**src/rtl/irq_ctl_pkg.sv**
```systemverilog
package irq_ctl_pkg;
  typedef enum logic {SVC_IDLE = 1'b0, SVC_BUSY = 1'b1} svc_state_t;
endpackage

```
**src/rtl/irq_sync.sv**
```systemverilog
module irq_sync #(
  parameter int N = 12,
  parameter logic [N-1:0] ASYNC_MASK = '0
) (
  input  logic         clk_i,
  input  logic         rst_ni,
  input  logic [N-1:0] evt_i,
  output logic [N-1:0] evt_o
);
  for (genvar i = 0; i < N; i++) begin : g_bit
    if (ASYNC_MASK[i]) begin : g_async
      logic [1:0] stg_q;
      always_ff @(posedge clk_i or negedge rst_ni) begin
        if (!rst_ni) stg_q <= 2'b00;
        else         stg_q <= {stg_q[0], evt_i[i]};
      end
      assign evt_o[i] = stg_q[1];
    end else begin : g_sync
      assign evt_o[i] = evt_i[i];
    end
  end
endmodule

```
**src/rtl/irq_flag_bank.sv**
```systemverilog
module irq_flag_bank #(
  parameter int N = 12,
  parameter logic [N-1:0] ASYNC_MASK = '0
) (
  input  logic         clk_i,
  input  logic         rst_ni,
  input  logic [N-1:0] set_i,
  input  logic         clr_we_i,
  input  logic [N-1:0] clr_mask_i,
  output logic [N-1:0] flags_o,
  output logic [N-1:0] hold_o
);
  logic [N-1:0] flag_q, flag_d, flag_dly_q;

  always_comb begin
    flag_d = flag_q;
    if (clr_we_i) flag_d = flag_d & ~clr_mask_i;
    flag_d = flag_d | set_i;          // a new event beats a clear
  end

  always_ff @(posedge clk_i or negedge rst_ni) begin
    if (!rst_ni) begin
      flag_q     <= '0;
      flag_dly_q <= '0;
    end else begin
      flag_q     <= flag_d;
      flag_dly_q <= flag_q;
    end
  end

  // synchronous sources keep their request one extra cycle after a clear
  for (genvar i = 0; i < N; i++) begin : g_hold
    if (ASYNC_MASK[i]) begin : g_a
      assign hold_o[i] = flag_q[i];
    end else begin : g_s
      assign hold_o[i] = flag_q[i] | flag_dly_q[i];
    end
  end

  assign flags_o = flag_q;
endmodule

```
**src/rtl/irq_qualify.sv**
```systemverilog
module irq_qualify #(
  parameter int NUM_MOD     = 3,
  parameter int SRC_PER_MOD = 4,
  localparam int N = NUM_MOD * SRC_PER_MOD
) (
  input  logic               clk_i,
  input  logic               rst_ni,
  input  logic [N-1:0]       hold_i,
  input  logic [N-1:0]       src_en_i,
  input  logic [NUM_MOD-1:0] mod_en_i,
  input  logic               glob_en_i,
  output logic [NUM_MOD-1:0] mod_pend_o
);
  logic [NUM_MOD-1:0] pend_d, pend_q;

  for (genvar m = 0; m < NUM_MOD; m++) begin : g_mod
    logic [SRC_PER_MOD-1:0] grp;
    assign grp       = hold_i[m*SRC_PER_MOD +: SRC_PER_MOD]
                     & src_en_i[m*SRC_PER_MOD +: SRC_PER_MOD];
    assign pend_d[m] = (|grp) & mod_en_i[m] & glob_en_i;
  end

  always_ff @(posedge clk_i or negedge rst_ni) begin
    if (!rst_ni) pend_q <= '0;
    else         pend_q <= pend_d;
  end

  assign mod_pend_o = pend_q;
endmodule

```
**src/rtl/irq_vector_ctrl.sv**
```systemverilog
module irq_vector_ctrl
  import irq_ctl_pkg::*;
#(
  parameter int NUM_MOD     = 3,
  parameter int SRC_PER_MOD = 4,
  parameter int NUM_SYS_MOD = 1,
  parameter int VEC_W       = 16,
  parameter logic [NUM_MOD*SRC_PER_MOD-1:0] ASYNC_MASK = 12'h0C3,
  localparam int N    = NUM_MOD * SRC_PER_MOD,
  localparam int ID_W = NUM_MOD + 2
) (
  input  logic               clk_i,
  input  logic               rst_ni,
  input  logic [N-1:0]       evt_i,
  input  logic               clr_we_i,
  input  logic [N-1:0]       clr_mask_i,
  input  logic               src_en_we_i,
  input  logic [N-1:0]       src_en_wdata_i,
  input  logic               mod_en_we_i,
  input  logic [NUM_MOD-1:0] mod_en_wdata_i,
  input  logic               glob_en_we_i,
  input  logic               glob_en_wdata_i,
  input  logic               vec_we_i,
  input  logic [VEC_W-1:0]   vec_wdata_i,
  input  logic               ack_i,
  input  logic               reti_i,
  output logic               irq_o,
  output logic [VEC_W-1:0]   vector_o,
  output logic [ID_W-1:0]    id_o,
  output logic [N-1:0]       flags_o
);
  // reset: asserted asynchronously, released on the clock
  logic [1:0] rst_pipe_q;
  logic       rst_n;
  always_ff @(posedge clk_i or negedge rst_ni) begin
    if (!rst_ni) rst_pipe_q <= 2'b00;
    else         rst_pipe_q <= {rst_pipe_q[0], 1'b1};
  end
  assign rst_n = rst_pipe_q[1];

  logic [N-1:0]       evt_s, hold;
  logic [NUM_MOD-1:0] mod_pend;

  irq_sync #(.N(N), .ASYNC_MASK(ASYNC_MASK)) i_sync (
    .clk_i(clk_i), .rst_ni(rst_n), .evt_i(evt_i), .evt_o(evt_s));

  irq_flag_bank #(.N(N), .ASYNC_MASK(ASYNC_MASK)) i_flags (
    .clk_i(clk_i), .rst_ni(rst_n), .set_i(evt_s), .clr_we_i(clr_we_i),
    .clr_mask_i(clr_mask_i), .flags_o(flags_o), .hold_o(hold));

  // enable and vector registers
  logic [N-1:0]       src_en_q, src_en_d;
  logic [NUM_MOD-1:0] mod_en_q, mod_en_d;
  logic               glob_en_q, glob_en_d;
  logic [VEC_W-1:0]   vec_q, vec_d;
  svc_state_t         svc_q, svc_d;

  irq_qualify #(.NUM_MOD(NUM_MOD), .SRC_PER_MOD(SRC_PER_MOD)) i_qual (
    .clk_i(clk_i), .rst_ni(rst_n), .hold_i(hold), .src_en_i(src_en_q),
    .mod_en_i(mod_en_q), .glob_en_i(glob_en_q), .mod_pend_o(mod_pend));

  always_comb begin
    src_en_d  = src_en_we_i  ? src_en_wdata_i  : src_en_q;
    mod_en_d  = mod_en_we_i  ? mod_en_wdata_i  : mod_en_q;
    glob_en_d = glob_en_we_i ? glob_en_wdata_i : glob_en_q;
    vec_d     = vec_we_i     ? vec_wdata_i     : vec_q;
    svc_d     = svc_q;
    if (reti_i)              svc_d = SVC_IDLE;
    else if (ack_i && irq_o) svc_d = SVC_BUSY;
  end

  always_ff @(posedge clk_i or negedge rst_n) begin
    if (!rst_n) begin
      src_en_q  <= '0;
      mod_en_q  <= '0;
      glob_en_q <= 1'b0;
      vec_q     <= '0;
      svc_q     <= SVC_IDLE;
    end else begin
      src_en_q  <= src_en_d;
      mod_en_q  <= mod_en_d;
      glob_en_q <= glob_en_d;
      vec_q     <= vec_d;
      svc_q     <= svc_d;
    end
  end

  // identification: split modules into system and peripheral groups
  logic sys_any, per_any;
  always_comb begin
    sys_any = 1'b0;
    per_any = 1'b0;
    for (int m = 0; m < NUM_MOD; m++) begin
      if (m < NUM_SYS_MOD) sys_any = sys_any | mod_pend[m];
      else                 per_any = per_any | mod_pend[m];
    end
  end

  assign id_o     = {per_any, sys_any, mod_pend};
  assign irq_o    = (|mod_pend) && (svc_q == SVC_IDLE);
  assign vector_o = vec_q;
endmodule

```
**config.mk**
```make
export PLATFORM = sky130hd
export DESIGN_NAME = irq_vector_ctrl
export DESIGN_NICKNAME = d
export VERILOG_FILES = /design/src/rtl/irq_ctl_pkg.sv /design/src/rtl/irq_sync.sv /design/src/rtl/irq_flag_bank.sv /design/src/rtl/irq_qualify.sv /design/src/rtl/irq_vector_ctrl.sv
export SDC_FILE = /design/constraint.sdc
export NUM_CORES = 1
export LEC_CHECK = 0
export BUFFER_PORTS_ARGS = -buffer_cell sky130_fd_sc_hd__buf_2
export CAP_MARGIN = 20
export CORE_MARGIN = 10
export CORE_UTILIZATION = 51
export CTS_CLUSTER_DIAMETER = 200
export CTS_CLUSTER_SIZE = 40
export DETAILED_ROUTE_END_ITERATION = 8
export HOLD_SLACK_MARGIN = 0.06
export PLACE_DENSITY = 0.79
export SETUP_SLACK_MARGIN = 0.3
export SLEW_MARGIN = 5
export SYNTH_ARGS = -nofsm -noshare
export SYNTH_HDL_FRONTEND = slang
export SYNTH_HIERARCHICAL = 1
export SYNTH_SLANG_ARGS = --single-unit
```
**constraint.sdc**
```tcl
create_clock -name clk_i -period 5.8 [get_ports clk_i]
set_input_delay 0 -clock clk_i [delete_from_list [all_inputs] [get_ports clk_i]]
set_output_delay 0 -clock clk_i [all_outputs]
set_load 0.01 [all_outputs]
```
==> impl_metrics.tcl, run 1 <==
set metrics [dict create \
    tns_ns 0 \
    antenna_found_initial 0 \
    syn-num-nets 236 \
    initial_core_util 0.5311 \
    powerDensity_mw_per_mm2 278.4 \
    grt_max_degree 39 \
    drc 0 \
    via_per_inst 4.716 \
    pwr-share-clk 0.347 \
    dp_hpwl_um 3927 \
    ant_nets 0 \
    root_buffer "clkbuf_8" \
    track_usage 0.1736 \
    hp-class "primary input to register" \
    pin_count 99 \
    rows 25 \
    fin_crit_ns 1.480 \
    post_cts_buffers 0 \
    cts.sink_count 66 \
    dr.pass1.iters 4 \
    drt-total-wl_um 6641 \
    cts_tree "yes" \
    synth_warnings 6 \
    dieWidth_um 90.36 \
    min_path_cells 3 \
    cp_max_fo 4 \
    syn2layout_area_growth_pct 48.46 \
    netlist_instances 171 \
    fillerInstances 293 \
    cts_made_buffers 9 \
    setup_ws_ns 4.320 \
    seqPwrFrac 0.503 \
    htree_levels 3 \
    r2r-start "i_qual/mod_pend_o[1]$_DFF_PN0_" \
    synth-xor-area-share 0 \
    die_h_um 90.36 \
    worstReg2RegEnd "svc_q$_DFFE_PN0P_" \
    end_kind "register" \
    clkLatencyLatePin_ns 0.33 \
    rrSetupSlack_ns 4.32 \
    switching_share 0.2319 \
    p_comb_frac 0.150 \
    grt_pass1_vias 2174 \
    finalNetCount 388 \
    reg2reg_depth 3 \
    coreArea_mm2 0.004755 \
    min_to "i_flags/flags_o[6]$_DFF_PN0_" \
    clk_path_buf_depth 2 \
    path_class "register to register" \
    crit_path_start_kind "register" \
    intPower_uw 801.6 \
    drive_gt1_frac 0.4709 \
    synth_top_family_by_area "multiplexers" \
    avgRoutedWirePerCell_um 16.86 \
    maxSlewHeadroom 0.6329 \
    gp_congestion 0.7427 \
    vias 1858 \
    grt_pass1_wl_um 11270 \
    synth_area_per_cell_um2 14.77 \
    netlist_area_mm2 0.002525 \
    rsz0062_at_grt "no" \
    synth_cell_type_count 15 \
    clk_pin_slew_ns 0.06 \
    die_area_mm2 0.008165 \
    tightest_slew_ns 0.5506 \
    muxShareOfSynthArea 0.1576 \
    grt-ovfl-total 0 \
    ys_seq_elements 66 \
    dpl_worst_slack_ns 4.612 \
    setup_viol 0 \
    synth_compound_area_frac 0.05946 \
    finClkSkew_ns 0.004797 \
    drtIter0Drc 35 \
    arrival_ns 1.68 \
    hold_start "clr_we_i" \
    leakagePower_uw 0.001778 \
    final_cells 394 \
    ys_seq_area_frac 0.6541 \
    drv_slew 0 \
    hold_viol 0 \
    yosys.area_share.adder 0 \
    cp_data_required_time_ns 6.00 \
    port_buffers 98 \
    power_switching_uw 242.1 \
    ir_drop_mv 0.1446 \
    status "finished clean" \
    drv_cap 0 \
    finalCritPeriodShare 0.2552 \
    fmax_ghz 0.6757 \
    synth-simple-area-share 0.05401 \
    placed_cells 315 \
    num_antenna_cells 0 \
]
stage by stage:
step | total power (uW) | hold WS, ns | cell area, um2 | util
after floorplan | 603.1 | -0.2956 | 2525 | -
after global placement | 645.8 | -0.2085 | 2923 | 0.6147
after detailed placement | 649.2 | -0.2053 | 2923 | 0.6147
after CTS | 1048 | 0.07294 | 3749 | 0.7884
after global routing | 1094 | 0.09247 | 3749 | 0.7884
final | 1044 | 0.08963 | 3749 | 0.7884
registers in the layout, summed over array words and instances, names as in the netlist:
| name | flops |
|---|---|
| vector_o | 16 |
| i_flags/flags_o | 12 |
| src_en_q | 12 |
| i_flags/flag_dly_q | 8 |
| i_sync/g_bit.g_async.stg_q | 8 |
| i_qual/mod_pend_o | 3 |
| mod_en_q | 3 |
| rst_pipe_q | 2 |
| glob_en_q | 1 |
| svc_q | 1 |
worst max path at each step:
stage | from | to | slack (ns) | depth (start not counted)
finish | i_qual/mod_pend_o[1]$_DFF_PN0_ | svc_q$_DFFE_PN0P_ | 4.32 | 3
CTS | i_qual/mod_pend_o[1]$_DFF_PN0_ | svc_q$_DFFE_PN0P_ | 4.34 | 3
floorplan | rst_pipe_q[1]$_DFF_PN0_ | glob_en_q$_DFFE_PN0P_ | 3.83 | 0
global route | i_qual/mod_pend_o[1]$_DFF_PN0_ | svc_q$_DFFE_PN0P_ | 4.23 | 3
global placement | rst_pipe_q[1]$_DFF_PN0_ | vector_o[8]$_DFFE_PN0P_ | 4.62 | 1
detailed placement | rst_pipe_q[1]$_DFF_PN0_ | i_flags/flags_o[0]$_DFF_PN0_ | 4.61 | 1
per-layer routing:
metal  global-route usage  share of wire
met5                    0              0
met4              0.07560          0.014
met3              0.07481           0.10
met2               0.2990           0.50
met1               0.1801           0.38
cell families (layout without fill, tap and decap cells):
| group | count (synthesis) | after routing |
|---|---|---|
| simple gates | 29 | 29 |
| mux | 32 | 32 |
| buf+inv | 22 | 178 |
| compound gates | 21 | 21 |
| flops | 66 | 66 |
| other cells | 1 | 1 |
power by group through the flow:
stage	Sequential [uW]	Clock (uW)	Combinational, uW
3_5_place_dp	531	0	118
2_1_floorplan	540	0	63.4
5_1_grt	530	391	172
4_1_cts	524	370	154
3_3_place_gp	530	0	115
6_report	524	362	157
layout by cell type (no fill, tap or decap), drive strengths merged, types with 2 or more instances in the layout:
| master | n |
|---|---|
| a21o | 12 |
| buf | 99 |
| dlygate4sd3 | 64 |
| a22oi | 6 |
| nor2 | 2 |
| or2 | 9 |
| mux2 | 32 |
| dfrtp | 66 |
| nand2 | 15 |
| a21oi | 3 |
| clkinv | 2 |
| nor3 | 2 |
| clkbuf | 12 |
final cells by class:
class / instances / area (um2) / area share
clock buffers: 12 / 145.1 / 0.03872
multi-input cells: 83 / 688.2 / 0.1836
well taps: 67 / 83.83 / 0.02236
flip-flops and latches: 66 / 1653 / 0.4409
clock inverters: 3 / 40.04 / 0.01068
repair buffers: 163 / 1139 / 0.3037
cells in the mapped netlist (all sizes together):
cell / count / area (um2)
dfrtp: 66 / 1652
mux2: 32 / 397.9
buf: 22 / 185.2
nand2: 15 / 56.30
a21o: 12 / 90.09
or2: 9 / 56.30
a22oi: 6 / 45.04
a21oi: 3 / 15.01
nor2: 2 / 7.510
nor3: 2 / 10.01
conb: 1 / 3.750
nor4: 1 / 6.260
critical path, stage by stage (launching register included):
cell,delay (ns)
dfrtp_1,0.42
nor4_1,0.28
nor3_1,0.09
dlygate4sd3_1,0.57
repair_timing:
action,in CTS,in global routing
gates resized for setup,0,0
hold endpoints to repair,51,0
hold buffers,64,0
Note: power is estimated with default switching activity, not from simulation.
==> run 2, diff against run 1 <==
- ABC_AREA: unset -> 1
- CORE_UTILIZATION: 51 -> 44
- PLACE_DENSITY: 0.79 -> 0.72
- clock period: 5.8 -> 1.3 ns (I/O delays scaled with it)
==> impl_metrics.tcl, run 2 <==
set metrics [dict create \
    vias 1945 \
    synth_common_cells "dfrtp_1, nand2_1, mux2_2" \
    cp_max_fo 3 \
    clk_path_buf_depth 2 \
    dieWidth_um 96.91 \
    dr.pass1.iters 4 \
    syn2layout_area_growth_pct 54.28 \
    crit_path_start_kind "register" \
    drt-total-wl_um 6775 \
    cts_tree "yes" \
    ir_drop_mv 0.8645 \
    path_class "register to output pin" \
    cts_made_buffers 9 \
    powerDensity_mw_per_mm2 1330 \
    setup_viol 0 \
    hp-class "primary input to register" \
    initial_core_util 0.4641 \
    status "finished clean" \
    fmax_ghz 0.8930 \
    mostFrequentLayoutCell "buf_2" \
    yosys.area.top_type_share 0.6346 \
    pin_count 99 \
    rsz0062_at_grt "yes" \
    via_per_inst 4.351 \
    postSynth.asyncResetShare 1.000 \
    largest_reg_flops 16 \
    htree_levels 3 \
    ant_nets 0 \
    cts.sink_count 66 \
    finClkSkew_ns 0.005355 \
    synth_top_family_by_area "multiplexers" \
    synth_edf_count 0 \
    netlist.top_cell.by_area "dfrtp_1" \
    synthFlopType "dfrtp_1" \
    arrival_ns 1.12 \
    ys_seq_elements 66 \
    die_area_mm2 0.009391 \
    power_uw 5341 \
    netlist_instances 212 \
    muxShareOfSynthArea 0.1529 \
    rows 27 \
    grt_pass1_vias 2127 \
    multi_input_area_um2 748.2 \
    drv_slew 0 \
    port_buffers 98 \
    highest_layer "met4" \
    synth_cell_type_count 12 \
    fin_crit_ns 1.120 \
    wl_met3_um 409 \
    num_antenna_cells 0 \
    synth_warnings 6 \
    drc 0 \
    grt_pass1_wl_um 10850 \
    tns_ns 0 \
    yosys-top-cells-area "dfrtp_1, mux2_2, nand2_1, mux2_4, buf_4" \
    drv_cap 0 \
    coreArea_mm2 0.005608 \
    finalNetCount 435 \
    synth_area_per_cell_um2 12.28 \
    ys_seq_area_frac 0.6346 \
    track_usage 0.1437 \
    gp_congestion 0.7397 \
    cp_data_required_time_ns 1.30 \
    detailed_place.area_mm2 0.003049 \
    end_kind "output pin" \
    root_buffer "clkbuf_8" \
    grt_max_degree 35 \
    drtIter0Drc 40 \
    clkLatencyLatePin_ns 0.33 \
    final_cell_area_mm2 0.004015 \
    finalCritPeriodShare 0.8614 \
    clk_pin_slew_ns 0.08 \
    die_h_um 96.91 \
    hold_viol 0 \
    wl_met1_um 2573 \
    synth_compound_area_frac 0.003846 \
    grt-ovfl-total 0 \
    utilization 0.7160 \
    min_path_cells 2 \
    avgRoutedWirePerCell_um 15.16 \
    synth_most_common_cell "dfrtp_1" \
    synth-xor-area-share 0 \
    hold_slack_ns 0.1613 \
    syn-num-nets 277 \
    netlist_area_mm2 0.002602 \
    leakagePower_uw 0.002019 \
    yosys.area_share.adder 0 \
    fillerInstances 415 \
    drive_gt1_frac 0.4480 \
    dp_hpwl_um 4286 \
    final_cell_mix "buf_2, dfrtp_1, dlygate4sd3_1, nand2_1, mux2_2" \
    regArea_mm2 0.001655 \
    reg2reg_depth 5 \
    met2_length_um 3720 \
    antenna_found_initial 0 \
    synth-simple-area-share 0.1144 \
]
==> run 2: cell types whose count changed after synthesis, sizes merged <==
cell   delta
or2       -1
inv      +15
nor2      +5
nand2    +44
nor3      -2
a22oi     -6
a21oi     -1
a21o     -12
nor4      -1
==> run 2: through the flow <==
stage	setup slack, ns	cells
after CTS	0.1823	442
after global routing	0.08850	447
after global placement	0.3256	362
after floorplan	0.3006	212
after detailed placement	0.3100	362
final	0.1802	447
==> run 2: path summary, 6_finish.rpt <==
kind / start / endpoint / slack [ns]
min: src_en_we_i / src_en_q[10]$_DFFE_PN0P_ / 0.16
max reg2reg: i_flags/flags_o[5]$_DFF_PN0_ / i_qual/mod_pend_o[1]$_DFF_PN0_ / 0.29
min in group asynchronous: rst_pipe_q[1]$_DFF_PN0_ / i_sync/g_bit[1].g_async.stg_q[1]$_DFF_PN0_ / 0.19
min reg2reg: rst_pipe_q[1]$_DFF_PN0_ / i_sync/g_bit[1].g_async.stg_q[1]$_DFF_PN0_ / 0.19
max: i_qual/mod_pend_o[2]$_DFF_PN0_ / irq_o / 0.18
max in group asynchronous: rst_pipe_q[1]$_DFF_PN0_ / vector_o[7]$_DFFE_PN0P_ / 0.64
==> run 2: area by class of cell <==
type | instances | share of cell area
repair buffers | 169 | 0.2988
inverters | 15 | 0.01402
well taps | 72 | 0.02244
clock inverters | 7 | 0.03521
multi-input cells | 109 | 0.1864
flip-flops and latches | 66 | 0.4123
clock buffers | 9 | 0.03085
==> run 2: per-layer routing <==
layer | global-route usage | vias up
met5 | 0 | -
met4 | 0.05411 | 0
met3 | 0.05252 | 5
met2 | 0.2566 | 53
met1 | 0.1494 | 929
li1 | - | 958
==> run 2: repair_timing <==
item                                   CTS  global route
buffers inserted                         1             5
endpoints found under the hold margin   51             0
setup endpoints to repair                3             5
resized for setup                        2             5
hold buffers                            63             0
pin swaps                                2            12
==> run 2: kinds of logic (layout without fill, tap and decap cells) <==
logic type / Yosys count / count (layout)
AOI/OAI and AO/OA: 2 / 2
buffers and inverters: 37 / 200
DFF: 66 / 66
muxes: 32 / 32
other: 1 / 1
and+or+nand+nor: 74 / 74
==> run 2: power by group <==
| group | leakage, uW | switching (uW) | total, uW | internal (uW) |
|---|---|---|---|---|
| clock network | 0.000129 | 784 | 2250 | 1470 |
| logic | 0.00115 | 310 | 758 | 448 |
| registers | 0.000742 | 108 | 2330 | 2220 |
==> run 2: critical path, stage by stage (launching register included) <==
cell,delay (ns)
dfrtp_1,0.44
nor2_4,0.14
a21oi_2,0.07
buf_2,0.14
==> run 3, diff against run 2 <==
- CORE_UTILIZATION: 44 -> 48
- PLACE_DENSITY: 0.72 -> 0.74
- clock period: 1.3 -> 1.2 ns (I/O delays scaled with it)
==> impl_metrics.tcl, run 3 (synthesis gave the netlist of run 2 again) <==
set metrics [dict create \
    crit_end "irq_o" \
    powerDensity_mw_per_mm2 1250 \
    setup_ws_ns 0.1272 \
    clk_pin_slew_ns 0.07 \
    clkLatencyLatePin_ns 0.32 \
    finClkSkew_ns 0.008702 \
    avgRoutedWirePerCell_um 14.73 \
    drive_gt1_frac 0.4533 \
    finalCritPeriodShare 0.8940 \
    detailed_place.area_mm2 0.003059 \
    final_cell_mix "buf_2, dfrtp_1, dlygate4sd3_1, nand2_1, mux2_2" \
    coreArea_mm2 0.005172 \
    grt-ovfl-total 0 \
    r2r-start "i_flags/flags_o[2]$_DFF_PN0_" \
    fmax_ghz 0.9321 \
    track_usage 0.1509 \
    dieWidth_um 93.64 \
    final_cell_area_mm2 0.003978 \
    hold_viol 0 \
    mostFrequentLayoutCell "buf_2" \
    htree_levels 3 \
    drv_cap 0 \
    arrival_ns 1.07 \
    rsz0062_at_grt "yes" \
    finalNetCount 435 \
    largest_reg_flops 16 \
    cp_data_required_time_ns 1.20 \
    utilization 0.7690 \
    vias 1927 \
    drc 0 \
    port_buffers 98 \
    dp_hpwl_um 4424 \
    end_kind "output pin" \
    tns_ns 0 \
    drtIter0Drc 47 \
    dpl_worst_slack_ns 0.2286 \
    gp_congestion 0.7885 \
    rrSetupSlack_ns 0.17 \
    antenna_found_initial 1 \
    worstReg2RegEnd "i_qual/mod_pend_o[0]$_DFF_PN0_" \
    root_buffer "clkbuf_8" \
    grt_pass1_vias 2060 \
    die_area_mm2 0.008768 \
    ant_nets 0 \
    drv_slew 0 \
    crit_start "i_qual/mod_pend_o[1]$_DFF_PN0_" \
    cts_tree "yes" \
    syn2layout_area_growth_pct 52.84 \
    cts.sink_count 66 \
    pin_count 99 \
    initial_core_util 0.5031 \
    via_per_inst 4.311 \
    grt_pass1_wl_um 10270 \
    crit_path_start_kind "register" \
    path_class "register to output pin" \
    drt-total-wl_um 6584 \
    status "finished clean" \
    ir_drop_mv 0.9642 \
    die_h_um 93.64 \
    fin_crit_ns 1.073 \
    setup_viol 0 \
    clk_path_buf_depth 2 \
    dr.pass1.iters 4 \
    cts_made_buffers 9 \
    grt_max_degree 30 \
    rows 26 \
    cp_max_fo 3 \
    reg2reg_depth 5 \
    leakagePower_uw 0.002003 \
    hp-class "primary input to register" \
]
==> run 3: cell types whose count changed in the layout (fill, tap and decap cells not counted), sizes merged <==
cell         delta
buf             +1
dlygate4sd3     -1
diode           +2
clkinv          +1
bufinv          -4
clkbuf          +4
clkinvlp        -1
==> run 3: timing repair <==
item                                    4_1_cts  5_1_grt
endpoints found under the hold margin        51        0
pin swaps                                     1        7
resized for setup                             1       15
setup buffers                                 4        3
gates cloned                                  0        0
endpoints found under the setup margin        8       17
hold buffers                                 62        0
==> run 3: how the worst min path moves through the flow <==
stage,start,end,slack [ns],cells after the start
after floorplan,rst_ni,rst_pipe_q[0]$_DFF_PN0_,-0.30,0
after global placement,rst_ni,rst_pipe_q[0]$_DFF_PN0_,-0.21,1
after detailed placement,rst_ni,rst_pipe_q[0]$_DFF_PN0_,-0.21,1
after CTS,clr_we_i,i_flags/flags_o[4]$_DFF_PN0_,0.06,4
after global routing,clr_we_i,i_flags/flags_o[4]$_DFF_PN0_,0.08,4
final,clr_we_i,i_flags/flags_o[4]$_DFF_PN0_,0.08,4
==> run 3: area by class of cell <==
cell class	count	area, um2
inverter	15	56.30
antenna	2	5.005
fill	338	1195
timing repair buffer	169	1249
clock buffer	13	158.9
sequential	66	1655
multi-input combinational	109	750.7
clock inverter	3	15.01
tap	70	87.58
==> run 3: per-stage QoR <==
stage | std cells | power, uW | hold WS, ns
detailed placement | 360 | 3191 | -0.2104
finish | 447 | 4973 | 0.07813
floorplan | 212 | 2941 | -0.2956
global route | 446 | 5245 | 0.08220
global placement | 360 | 3162 | -0.2145
CTS | 442 | 4981 | 0.06401
==> run 3: report_power, final <==
group | internal [uW] | switching, uW
logic | 509 | 342
clock network | 854 | 744
registers | 2410 | 114
==> run 3: routing by layer <==
layer | track usage | routed length [um] | vias up
li1 | - | - | 960
met1 | 0.1609 | 2459 | 912
met2 | 0.2674 | 3680 | 48
met3 | 0.03917 | 361 | 7
met4 | 0.07975 | 83 | 0
met5 | 0 | 0 | -
==> run 3: worst max-delay path, stage by stage (launching register included) <==
cell and delay, ns:
dfrtp_1 0.39, nor2_2 0.14, a21oi_1 0.08, buf_2 0.14
